**config.mk**
```make
export PLATFORM = sky130hd
export DESIGN_NAME = rstgen_top
export DESIGN_NICKNAME = d
export VERILOG_FILES = /design/src/rtl/rstgen_pkg.sv /design/src/rtl/rstgen_ext_filter.sv /design/src/rtl/rstgen_stretch.sv /design/src/rtl/rstgen_cause.sv /design/src/rtl/rstgen_lvd.sv /design/src/rtl/rstgen_top.sv
export SDC_FILE = /design/constraint.sdc
export NUM_CORES = 1
export LEC_CHECK = 0
export BUFFER_PORTS_ARGS = -buffer_cell sky130_fd_sc_hd__buf_4
export CAP_MARGIN = 40
export CORE_MARGIN = 2
export CORE_UTILIZATION = 53
export DETAILED_ROUTE_END_ITERATION = 6
export PLACE_DENSITY = 0.77
export SKIP_CTS_REPAIR_TIMING = 1
export SYNTH_ARGS = -nofsm -noshare
export SYNTH_HDL_FRONTEND = slang
export SYNTH_SLANG_ARGS = --single-unit
```
**constraint.sdc**
```tcl
create_clock -name clk -period 2.3 [get_ports clk]
set_input_delay 0.23 -clock clk [delete_from_list [all_inputs] [get_ports clk]]
set_output_delay 0.23 -clock clk [all_outputs]
set_load 0.05 [all_outputs]
```
**src/rtl/rstgen_pkg.sv**
```systemverilog
package rstgen_pkg;
  localparam int NSRC   = 7;
  localparam int C_EXT  = 0;
  localparam int C_POR  = 1;
  localparam int C_WDOG = 2;
  localparam int C_LOCK = 3;
  localparam int C_CLK  = 4;
  localparam int C_SW   = 5;
  localparam int C_LVD  = 6;

  typedef logic [NSRC-1:0] cause_t;

  // keep only the lowest set bit: this is the coincidence priority
  function automatic cause_t lowest_one(input cause_t v);
    return v & (~v + cause_t'(1));
  endfunction
endpackage

```
**src/rtl/rstgen_ext_filter.sv**
```systemverilog
module rstgen_ext_filter #(
  parameter int MIN_CYC = 8
) (
  input  logic clk,
  input  logic rst,
  input  logic pin_n,
  output logic qual
);
  localparam int CW = (MIN_CYC > 2) ? $clog2(MIN_CYC) : 1;
  localparam logic [CW-1:0] CMAX = CW'(MIN_CYC - 1);

  logic s1, s2;
  logic [CW-1:0] cnt;

  always_ff @(posedge clk) begin
    if (rst) begin
      s1  <= 1'b1;
      s2  <= 1'b1;
      cnt <= '0;
    end else begin
      s1 <= pin_n;
      s2 <= s1;
      if (s2)
        cnt <= '0;
      else if (cnt != CMAX)
        cnt <= cnt + 1'b1;
    end
  end

  assign qual = !s2 && (cnt == CMAX);
endmodule

```
**src/rtl/rstgen_stretch.sv**
```systemverilog
module rstgen_stretch #(
  parameter int STRETCH = 1024
) (
  input  logic clk,
  input  logic rst,
  input  logic trig,
  output logic busy
);
  localparam int CW = (STRETCH > 2) ? $clog2(STRETCH) : 1;
  localparam logic [CW-1:0] LAST = CW'(STRETCH - 1);

  logic [CW-1:0] cnt;

  always_ff @(posedge clk) begin
    if (rst) begin
      busy <= 1'b1;
      cnt  <= '0;
    end else if (trig) begin
      busy <= 1'b1;
      cnt  <= '0;
    end else if (busy) begin
      if (cnt == LAST)
        busy <= 1'b0;
      else
        cnt <= cnt + 1'b1;
    end
  end
endmodule

```
**src/rtl/rstgen_cause.sv**
```systemverilog
module rstgen_cause
  import rstgen_pkg::*;
(
  input  logic   clk,
  input  logic   rst,
  input  cause_t srcs,
  input  logic   busy,
  output cause_t cause
);
  always_ff @(posedge clk) begin
    if (rst)
      cause <= cause_t'(1) << C_POR;
    else if ((|srcs) && !busy)
      cause <= lowest_one(srcs);
  end
endmodule

```
**src/rtl/rstgen_lvd.sv**
```systemverilog
module rstgen_lvd (
  input  logic clk,
  input  logic rst,
  input  logic lvd,
  input  logic rst_en,
  input  logic irq_en,
  input  logic clr,
  output logic lvd_rst,
  output logic flag,
  output logic irq
);
  logic set, flag_nxt;

  assign lvd_rst = lvd && rst_en;
  assign set     = lvd && !rst_en && irq_en;

  always_comb begin
    flag_nxt = flag;
    if (clr) flag_nxt = 1'b0;
    if (set) flag_nxt = 1'b1;
  end

  always_ff @(posedge clk) begin
    if (rst) begin
      flag <= 1'b0;
      irq  <= 1'b0;
    end else begin
      flag <= flag_nxt;
      irq  <= flag_nxt && irq_en;
    end
  end
endmodule

```
**src/rtl/rstgen_top.sv**
```systemverilog
module rstgen_top
  import rstgen_pkg::*;
#(
  parameter int STRETCH_CYC = 1024,
  parameter int EXT_MIN_CYC = 8
) (
  input  logic            clk,
  input  logic            pwr_on_i,
  input  logic            ext_rst_n_i,
  input  logic            wdog_i,
  input  logic            pll_unlock_i,
  input  logic            pll_noclk_i,
  input  logic            sw_req_i,
  input  logic            lvd_i,
  input  logic            lv_rst_en_i,
  input  logic            lv_irq_en_i,
  input  logic            lv_flag_clr_i,
  output logic            sys_rst_n_o,
  output logic [NSRC-1:0] cause_o,
  output logic            lv_flag_o,
  output logic            lv_irq_o
);
  logic   ext_q, lvd_rst, busy, sw_pend;
  cause_t srcs;

  rstgen_ext_filter #(.MIN_CYC(EXT_MIN_CYC)) u_ext (
    .clk(clk), .rst(pwr_on_i), .pin_n(ext_rst_n_i), .qual(ext_q));

  rstgen_lvd u_lvd (
    .clk(clk), .rst(pwr_on_i), .lvd(lvd_i), .rst_en(lv_rst_en_i),
    .irq_en(lv_irq_en_i), .clr(lv_flag_clr_i), .lvd_rst(lvd_rst),
    .flag(lv_flag_o), .irq(lv_irq_o));

  // software request bit: set by a write, gone once reset is under way
  always_ff @(posedge clk) begin
    if (pwr_on_i)
      sw_pend <= 1'b0;
    else
      sw_pend <= sw_req_i && !busy && !sw_pend;
  end

  always_comb begin
    srcs         = '0;
    srcs[C_EXT]  = ext_q;
    srcs[C_WDOG] = wdog_i;
    srcs[C_LOCK] = pll_unlock_i;
    srcs[C_CLK]  = pll_noclk_i;
    srcs[C_SW]   = sw_pend;
    srcs[C_LVD]  = lvd_rst;
  end

  rstgen_stretch #(.STRETCH(STRETCH_CYC)) u_str (
    .clk(clk), .rst(pwr_on_i), .trig(|srcs), .busy(busy));

  rstgen_cause u_cause (
    .clk(clk), .rst(pwr_on_i), .srcs(srcs), .busy(busy), .cause(cause_o));

  assign sys_rst_n_o = !busy;
endmodule

```
# ---- Yosys cells after proc, flatten, opt, wreduce, memory -nomap -nowiden
# Index checks and enable logic that the tools add are counted.
dict set report op_classes {
  add_sub_neg 3
  eq_ne 3
  muxes 4
  bitwise 3
  n_reduce_logical 16
}
# operator count
set op_table {}
lappend op_table {{adder 10 x 1 -> 10 bit, second input constant} 1}
lappend op_table {{== test 10 bit, second input constant} 1}
lappend op_table {{logical AND 1 bit} 8}
lappend op_table {{adder 7 x 1 -> 7 bit, second input constant} 1}
lappend op_table {{AND 7 bit} 1}
lappend op_table {{inverter 7 bit} 1}
lappend op_table {{OR reduction 7 bit} 1}
lappend op_table {{OR reduction 6 bit} 1}
lappend op_table {{zero test 1 bit} 4}
lappend op_table {{two-way mux 1 bit} 4}
lappend op_table {{adder 3 x 1 -> 3 bit, second input constant} 1}
lappend op_table {{== test 3 bit, second input constant} 1}
lappend op_table {{inequality test 3 bit, second input constant} 1}
lappend op_table {{AND reduction 2 bit} 1}
lappend op_table {{OR reduction 2 bit} 1}
lappend op_table {{inverter 1 bit} 1}
dict set report totals {
  reg_bits 26
  input_bits 11
  output_inout_bits 10
  wordCells 38
}

# ---- Depth between registers and ports, before layout
# Gate-level depths: netlist (run 1).
dict set report depth {
  depth_word 5
  depth_mapped 7
  ltp_nobuf 6
}

# ---- By module
# A second synthesis (run 1) with hierarchy kept.
dict set report hier_totals {
  hier_cells 132
  hier_area_um2 1307.5
}
# mod instances cells_each area_each_um2 seq_area_each_um2
set modules_own_cells {}
lappend modules_own_cells {rstgen_stretch 1 67 620.6 220.2}
lappend modules_own_cells {rstgen_cause 1 34 327.8 140.1}
lappend modules_own_cells {rstgen_ext_filter 1 16 187.7 100.1}
lappend modules_own_cells {rstgen_lvd 1 8 108.9 40.0}
lappend modules_own_cells {rstgen_top 1 7 62.6 20.0}

# ---- Least setup slack after synthesis (run 1)
# OpenSTA, ideal clock, no wires.
dict set report synth_timing {
  path_type {reg2reg}
  from {reg u_ext.cnt[0]}
  to {reg u_str.cnt[2]}
  setup_time_ns 0.079
  t_arrival_ns 1.629
  required_time_ns 2.221
  path_slack_ns 0.591
  path_stages_with_launch 8
  n_path_buf 1
  synth_period_minus_slack_ns 1.709
  cell_sequence {dfxtp_1 -> ha_1 -> ha_1 -> nor2b_4 -> nor3_2 -> or3b_1 -> buf_6 -> a211oi_2}
}
dict set report synth_between {
  elab_chain_cells 3
}
# item line
set synth_lines {}
lappend synth_lines {{from (decl)} rstgen_ext_filter.sv:13} ;# logic [CW-1:0] cnt;
lappend synth_lines {{from (signal assigned)} rstgen_ext_filter.sv:26} ;# cnt <= cnt + 1'b1;
lappend synth_lines {{== test 3 bit} rstgen_ext_filter.sv:30} ;# assign qual = !s2 && (cnt == CMAX);
lappend synth_lines {{logical AND 1 bit} rstgen_ext_filter.sv:30}
lappend synth_lines {{OR reduction 7 bit (no source line)} --}
lappend synth_lines {{to (signal assigned)} rstgen_stretch.sv:25} ;# cnt <= cnt + 1'b1;
lappend synth_lines {{to (decl)} rstgen_stretch.sv:12} ;# logic [CW-1:0] cnt;
# No other way between the ends.
# A chain may end at the register's enable or synchronous reset.

# ---- Worst setup path in the final report (run 1)
dict set report layout_timing {
  from {reg u_ext.cnt[0]}
  to {reg u_str.busy}
}
dict set report layout_between {
  elab_chain_cells 3
}
# item line
set layout_lines {}
lappend layout_lines {{== test 3 bit} rstgen_ext_filter.sv:30}
lappend layout_lines {{logical AND 1 bit} rstgen_ext_filter.sv:30}
lappend layout_lines {{OR reduction 7 bit (no source line)} --}
lappend layout_lines {{to (signal assigned)} rstgen_stretch.sv:16} ;# busy <= 1'b1;
lappend layout_lines {{to (signal assigned)} rstgen_stretch.sv:19} ;# busy <= 1'b1;
lappend layout_lines {{to (signal assigned)} rstgen_stretch.sv:23} ;# busy <= 1'b0;
lappend layout_lines {{to (decl)} rstgen_stretch.sv:7} ;# output logic busy
# No other way between the ends.

==> results.ini, run 1 <==
[route]
postRouteAntennaNets=0
first_iter_violations=17
drcViolationCount=0
routed_wl_microns=2080
viasPerCell=5.53
routedWlPerCell_microns=12.8
vias=901
drtPass1Iterations=4

[placement]
place.gp.congestion=0.817
portBuffers=20
hpwlAfterDp_microns=1560

[global_route]
grt_max_degree=16
grt_pass1_vias=808
antenna_found_initial=0
overflow=0
grt_pass1_wl_microns=3420
track_usage_pct=18.3

[power]
switchingPower_uw=151
internal-power_uw=570
p_comb_share_pct=5.3
power_density_nw_per_um2=546
p_seq_share_pct=63.3
netSwitchingFraction_pct=20.9
peakVddDrop_v=0.000421
p_leak_uw=0.000492
clkPwrFrac_pct=31.4

[sta]
finalHoldViolCount=0
final.setup_skew_ns=0.00245
worst_slew_pin_slew_ns=0.496
rsz0062_at_grt=no
period_needed_ns=1.97
finalCritPeriodShare_pct=85.5
final.setup.tns_ns=0
slew_headroom_pct=66.6
fmax_mhz=509
whs_ns=0.0841
drv_slew=0
finalSetupViolations=0

[setup_path]
r2r_start=u_ext.cnt[0]$_SDFFE_PP0P_
critical_path_class=flip-flop to flip-flop
r2r_setup_slack_ns=0.33
worstPathArrival_ns=2.19
r2r_cells=6
r2r_end=u_str.busy$_SDFF_PP1_
cp_max_fo=11
cp_data_required_time_ns=2.52
startpoint_type=flip-flop
end_kind=flip-flop

[cts]
cts_buffers=3
clk_path_buf_depth=2
cts.clk_slew.worst_paths_ns=0.13
cts_tree=built
htreeDepth=1
clk_latency_ns=0.32
cts_num_sinks=26
cts-root-buf=clkbuf_4

[yosys]
synth_cells=115
avgSynthCellArea_sq_um=9.74
syn-cell-area_sq_um=1120
ys_ff_latch=26
synth_nets=129
ys_seq_area_share_pct=46.5
yosysUniqueCellTypes=39
ys_warn_count=0

[floorplanning]
die_w_microns=50.0
die_y_microns=50.0
rows=16
start_util_pct=56.5
io_pins=21
core-area_sq_um=1980
dieArea_sq_um=2500

[hold_path]
hold_path_depth=2
hold_end=u_ext.s1$_SDFF_PP1_
hp-start=ext_rst_n_i
hold_path_class=input port to flip-flop

[cells_and_area]
diodes=0
area_growth_pct=17.9
drive_above_1_share_pct=23.5
nets=151

[job]
max-cap-violations=0

[status]
status=finished, final reports clean

[layout by cell type, fill, tap and decap left out, types with 3 or more instances in the layout]
master    Yosys  final
a21oi_1       6      6
nor2_1       11     11
inv_1         3      3
xor2_1        3      3
buf_4         0     20
xnor2_1       3      3
nor3_1        5      5
nand4_1       3      3
mux2i_1       5      5
clkbuf_4      0      3
nand2_1      11     11
ha_1          3      3
dfxtp_1      26     26
[Yosys cell counts]
library cell / number / area (sq um)
a211o_1: 1 / 8.76
a211oi_1: 1 / 7.51
a211oi_2: 2 / 25.0
a21o_1: 2 / 15.0
a21oi_1: 6 / 30.0
a311oi_1: 1 / 8.76
a31oi_1: 2 / 12.5
a32oi_1: 1 / 8.76
and2_1: 1 / 6.26
and3_1: 2 / 12.5
and4_1: 1 / 8.76
buf_2: 1 / 5.00
buf_6: 1 / 11.3
clkbuf_1: 1 / 3.75
dfxtp_1: 26 / 521
ha_1: 3 / 37.5
inv_1: 3 / 11.3
mux2i_1: 5 / 50.1
nand2_1: 11 / 41.3
nand2b_1: 2 / 12.5
nand3_1: 2 / 10.0
nand3b_1: 1 / 7.51
nand4_1: 3 / 18.8
nor2_1: 11 / 41.3
nor2b_4: 1 / 13.8
nor3_1: 5 / 25.0
nor3_2: 1 / 10.0
nor3b_1: 1 / 7.51
nor4_1: 1 / 6.26
nor4b_1: 2 / 17.5
o211ai_1: 1 / 7.51
o21a_1: 1 / 7.51
o31ai_2: 1 / 12.5
o41ai_2: 1 / 16.3
or2_2: 2 / 12.5
or3b_1: 1 / 8.76
or4_1: 1 / 7.51
xnor2_1: 3 / 26.3
xor2_1: 3 / 26.3
[critical path: stages (launching register included)]
cell and delay, ns:
dfxtp_1 0.35, ha_1 0.20, ha_1 0.25, nor2b_4 0.17, nor3_2 0.13, or3b_1 0.55, nand2b_1 0.22
[sequential cells by signal (all words and copies together) (netlist names)]
| register | flops |
|---|---|
| sw_pend | 1 |
| u_cause.cause | 7 |
| u_ext.cnt | 3 |
| u_ext.s1 | 1 |
| u_ext.s2 | 1 |
| u_lvd.flag | 1 |
| u_lvd.irq | 1 |
| u_str.busy | 1 |
| u_str.cnt | 10 |
[power groups by stage]
stage | sequential [uW] | combinational [uW] | clock [uW]
6_report | 456 | 37.9 | 227
5_1_grt | 457 | 41.2 | 249
4_1_cts | 456 | 38.0 | 233
3_5_place_dp | 466 | 37.9 | 0
3_3_place_gp | 466 | 37.4 | 0
2_1_floorplan | 470 | 13.3 | 0
[cell families (layout without fill, tap and decap cells)]
group           count (synthesis)  count (layout)  share of synthesized area [%]
compound gates                 20              20                           14.3
simple gates                   49              49                           23.9
xor+xnor                        6               6                           4.69
mux                             5               5                           4.47
fa+ha+maj                       3               3                           3.35
flops                          26              26                           46.5
buf+inv                         6              27                           2.79
[per-stage QoR]
step           utilization [%]  setup slack (ns)  cells  instance area (sq um)  power [uW]
2_1_floorplan                -             0.591    115                   1120         483
3_3_place_gp              64.8             0.404    159                   1280         504
3_5_place_dp              64.8             0.347    159                   1280         504
4_1_cts                   66.6             0.337    163                   1320         728
5_1_grt                   66.6             0.239    163                   1320         747
6_report                  66.6             0.333    163                   1320         721
[per-layer routing]
metal  GRT usage [%]  routed length, microns
met5               0                       0
met4            9.72                      43
met3            5.15                     101
met2            28.2                     958
met1            23.2                     980
[layout make-up]
class | count | area [sq um]
clock buffer | 4 | 36.3
timing repair buffer | 20 | 150
fill | 155 | 662
sequential | 26 | 520
multi-input combinational | 83 | 568
inverter | 3 | 11.3
tap | 27 | 33.8
[worst max path at each step]
stage / startpoint / to
global route: u_ext.cnt[0]$_SDFFE_PP0P_ / u_str.busy$_SDFF_PP1_
detailed placement: u_ext.cnt[0]$_SDFFE_PP0P_ / u_str.busy$_SDFF_PP1_
CTS: u_ext.cnt[0]$_SDFFE_PP0P_ / u_str.busy$_SDFF_PP1_
floorplan: u_ext.cnt[0]$_SDFFE_PP0P_ / u_str.cnt[2]$_SDFFE_PP0P_
global placement: u_ext.cnt[0]$_SDFFE_PP0P_ / u_str.busy$_SDFF_PP1_
finish: u_ext.cnt[0]$_SDFFE_PP0P_ / u_str.busy$_SDFF_PP1_
Note: power is estimated with default switching activity, not from simulation.
==> inputs of run 2 (changes only) <==
BUFFER_PORTS_ARGS = -buffer_cell sky130_fd_sc_hd__buf_2   (was -buffer_cell sky130_fd_sc_hd__buf_4)
PLACE_DENSITY = 0.82   (was 0.77)
SLEW_MARGIN = 20   (was not set)
==> results.ini, run 2 (synthesis results as in run 1) <==
[status]
status=finished, final reports clean

[sta]
period_needed_ns=1.97
rsz0062_at_grt=no
fmax_mhz=508
drv_slew=0
final.setup_skew_ns=0.00447
whs_ns=0.0892
slew_headroom_pct=65.2
final.setup.tns_ns=0
worst_slew_pin_slew_ns=0.516
finalSetupViolations=0
finalCritPeriodShare_pct=85.6
finalHoldViolCount=0

[placement]
portBuffers=20
dp.cells=159
place.gp.congestion=0.827
hpwlAfterDp_microns=1450

[cells_and_area]
largest_reg_flops=10
regArea_sq_um=520
final_common_cell=dfxtp_1
drive_above_1_share_pct=23.5
fill_cells=151
mostFrequentLayoutCells=26 x dfxtp_1, 20 x buf_2, 11 x nand2_1, 11 x nor2_1, 6 x a21oi_1
largest-register=u_str.cnt
reg.largest.list=u_str.cnt (10), u_cause.cause (7), u_ext.cnt (3)
final_cell_count_no_fill=163
multi_input_area_sq_um=568
diodes=0
area_growth_pct=14.9
nets=151
final_util_pct=64.9

[floorplanning]
die_w_microns=50.0
die_y_microns=50.0
rows=16
dieArea_sq_um=2500
io_pins=21
core-area_sq_um=1980
start_util_pct=56.5

[cts]
clk_path_buf_depth=2
cts_num_sinks=26
cts_tree=built
htreeDepth=1
cts_buffers=3
cts-root-buf=clkbuf_4
clk_latency_ns=0.32
cts.clk_slew.worst_paths_ns=0.13

[route]
routedWlPerCell_microns=12.0
drtPass1Iterations=4
routed_wl_microns=1950
vias=893
first_iter_violations=16
postRouteAntennaNets=0
drcViolationCount=0
viasPerCell=5.48

[setup_path]
worstPathArrival_ns=2.18
cp_data_required_time_ns=2.51
critical_path_class=flip-flop to flip-flop
startpoint_type=flip-flop
cpMostUsedCell=ha_1
path_cells=ha_1, ha_1, nor2b_4, nor3_2, or3b_1, nand2b_1
critPathSlowestCell=or3b_1
end_kind=flip-flop
cp_slowest_stage_delay_ns=0.55
cp_max_fo=11

[power]
power_density_nw_per_um2=617
peakVddDrop_v=0.000440
p_leak_uw=0.000489
fin_total_pwr_uw=793

[global_route]
track_usage_pct=17.8
antenna_found_initial=0
overflow=0
grt_pass1_wl_microns=3450
grt_max_degree=16
grt_pass1_vias=817

[job]
max-cap-violations=0

[hold_path]
hold_path_class=input port to flip-flop

run 2: cell types whose count changed in the layout (fill, tap and decap cells not counted):
cell,change
clkbuf_8,-1
buf_2,+20
bufinv_16,+1
buf_4,-20
run 2: worst paths after layout:
| kind | startpoint | end | slack [ns] | cells after the start |
|---|---|---|---|---|
| hold / removal | ext_rst_n_i | u_ext.s1$_SDFF_PP1_ | 0.09 | 2 |
| setup reg to reg | u_ext.cnt[0]$_SDFFE_PP0P_ | u_str.busy$_SDFF_PP1_ | 0.33 | 6 |
| hold reg to reg | u_ext.s1$_SDFF_PP1_ | u_ext.s2$_SDFF_PP1_ | 0.42 | 1 |
| setup / recovery | u_ext.cnt[0]$_SDFFE_PP0P_ | u_str.busy$_SDFF_PP1_ | 0.33 | 6 |
run 2: report_power, final:
group	total (uW)	switching (uW)	internal (uW)
clock	305	129	176
sequential	456	2.32	454
combinational	32.2	18.7	13.5
run 2: routing by layer:
layer / share of wire, % / vias to the layer above / track usage (%)
met5: 0 / - / 0
met4: 1.7 / 0 / 8.33
met3: 3.1 / 4 / 2.73
met2: 47 / 18 / 28.2
met1: 48 / 412 / 23.7
li1: - / 459 / -
run 2: critical path: cells and delay by family (launching register included):
family	cells	cell delay [ns]
fa+ha+maj	2	0.45
flops	1	0.35
simple gates	4	1.06
run 2: layout make-up:
| class | instances | area share [%] |
|---|---|---|
| flip-flops and latches | 26 | 40.5 |
| multi-input cells | 83 | 44.2 |
| clock buffers | 3 | 1.75 |
| well taps | 27 | 2.63 |
| repair buffers | 20 | 7.78 |
| inverters | 3 | 0.875 |
| clock inverters | 1 | 2.33 |
run 2: stage by stage:
| stage | setup WS (ns) | instance area (sq um) |
|---|---|---|
| final | 0.330 | 1290 |
| after global routing | 0.207 | 1290 |
| after global placement | 0.409 | 1230 |
| after detailed placement | 0.331 | 1230 |
| after floorplan | 0.591 | 1120 |
| after CTS | 0.311 | 1290 |
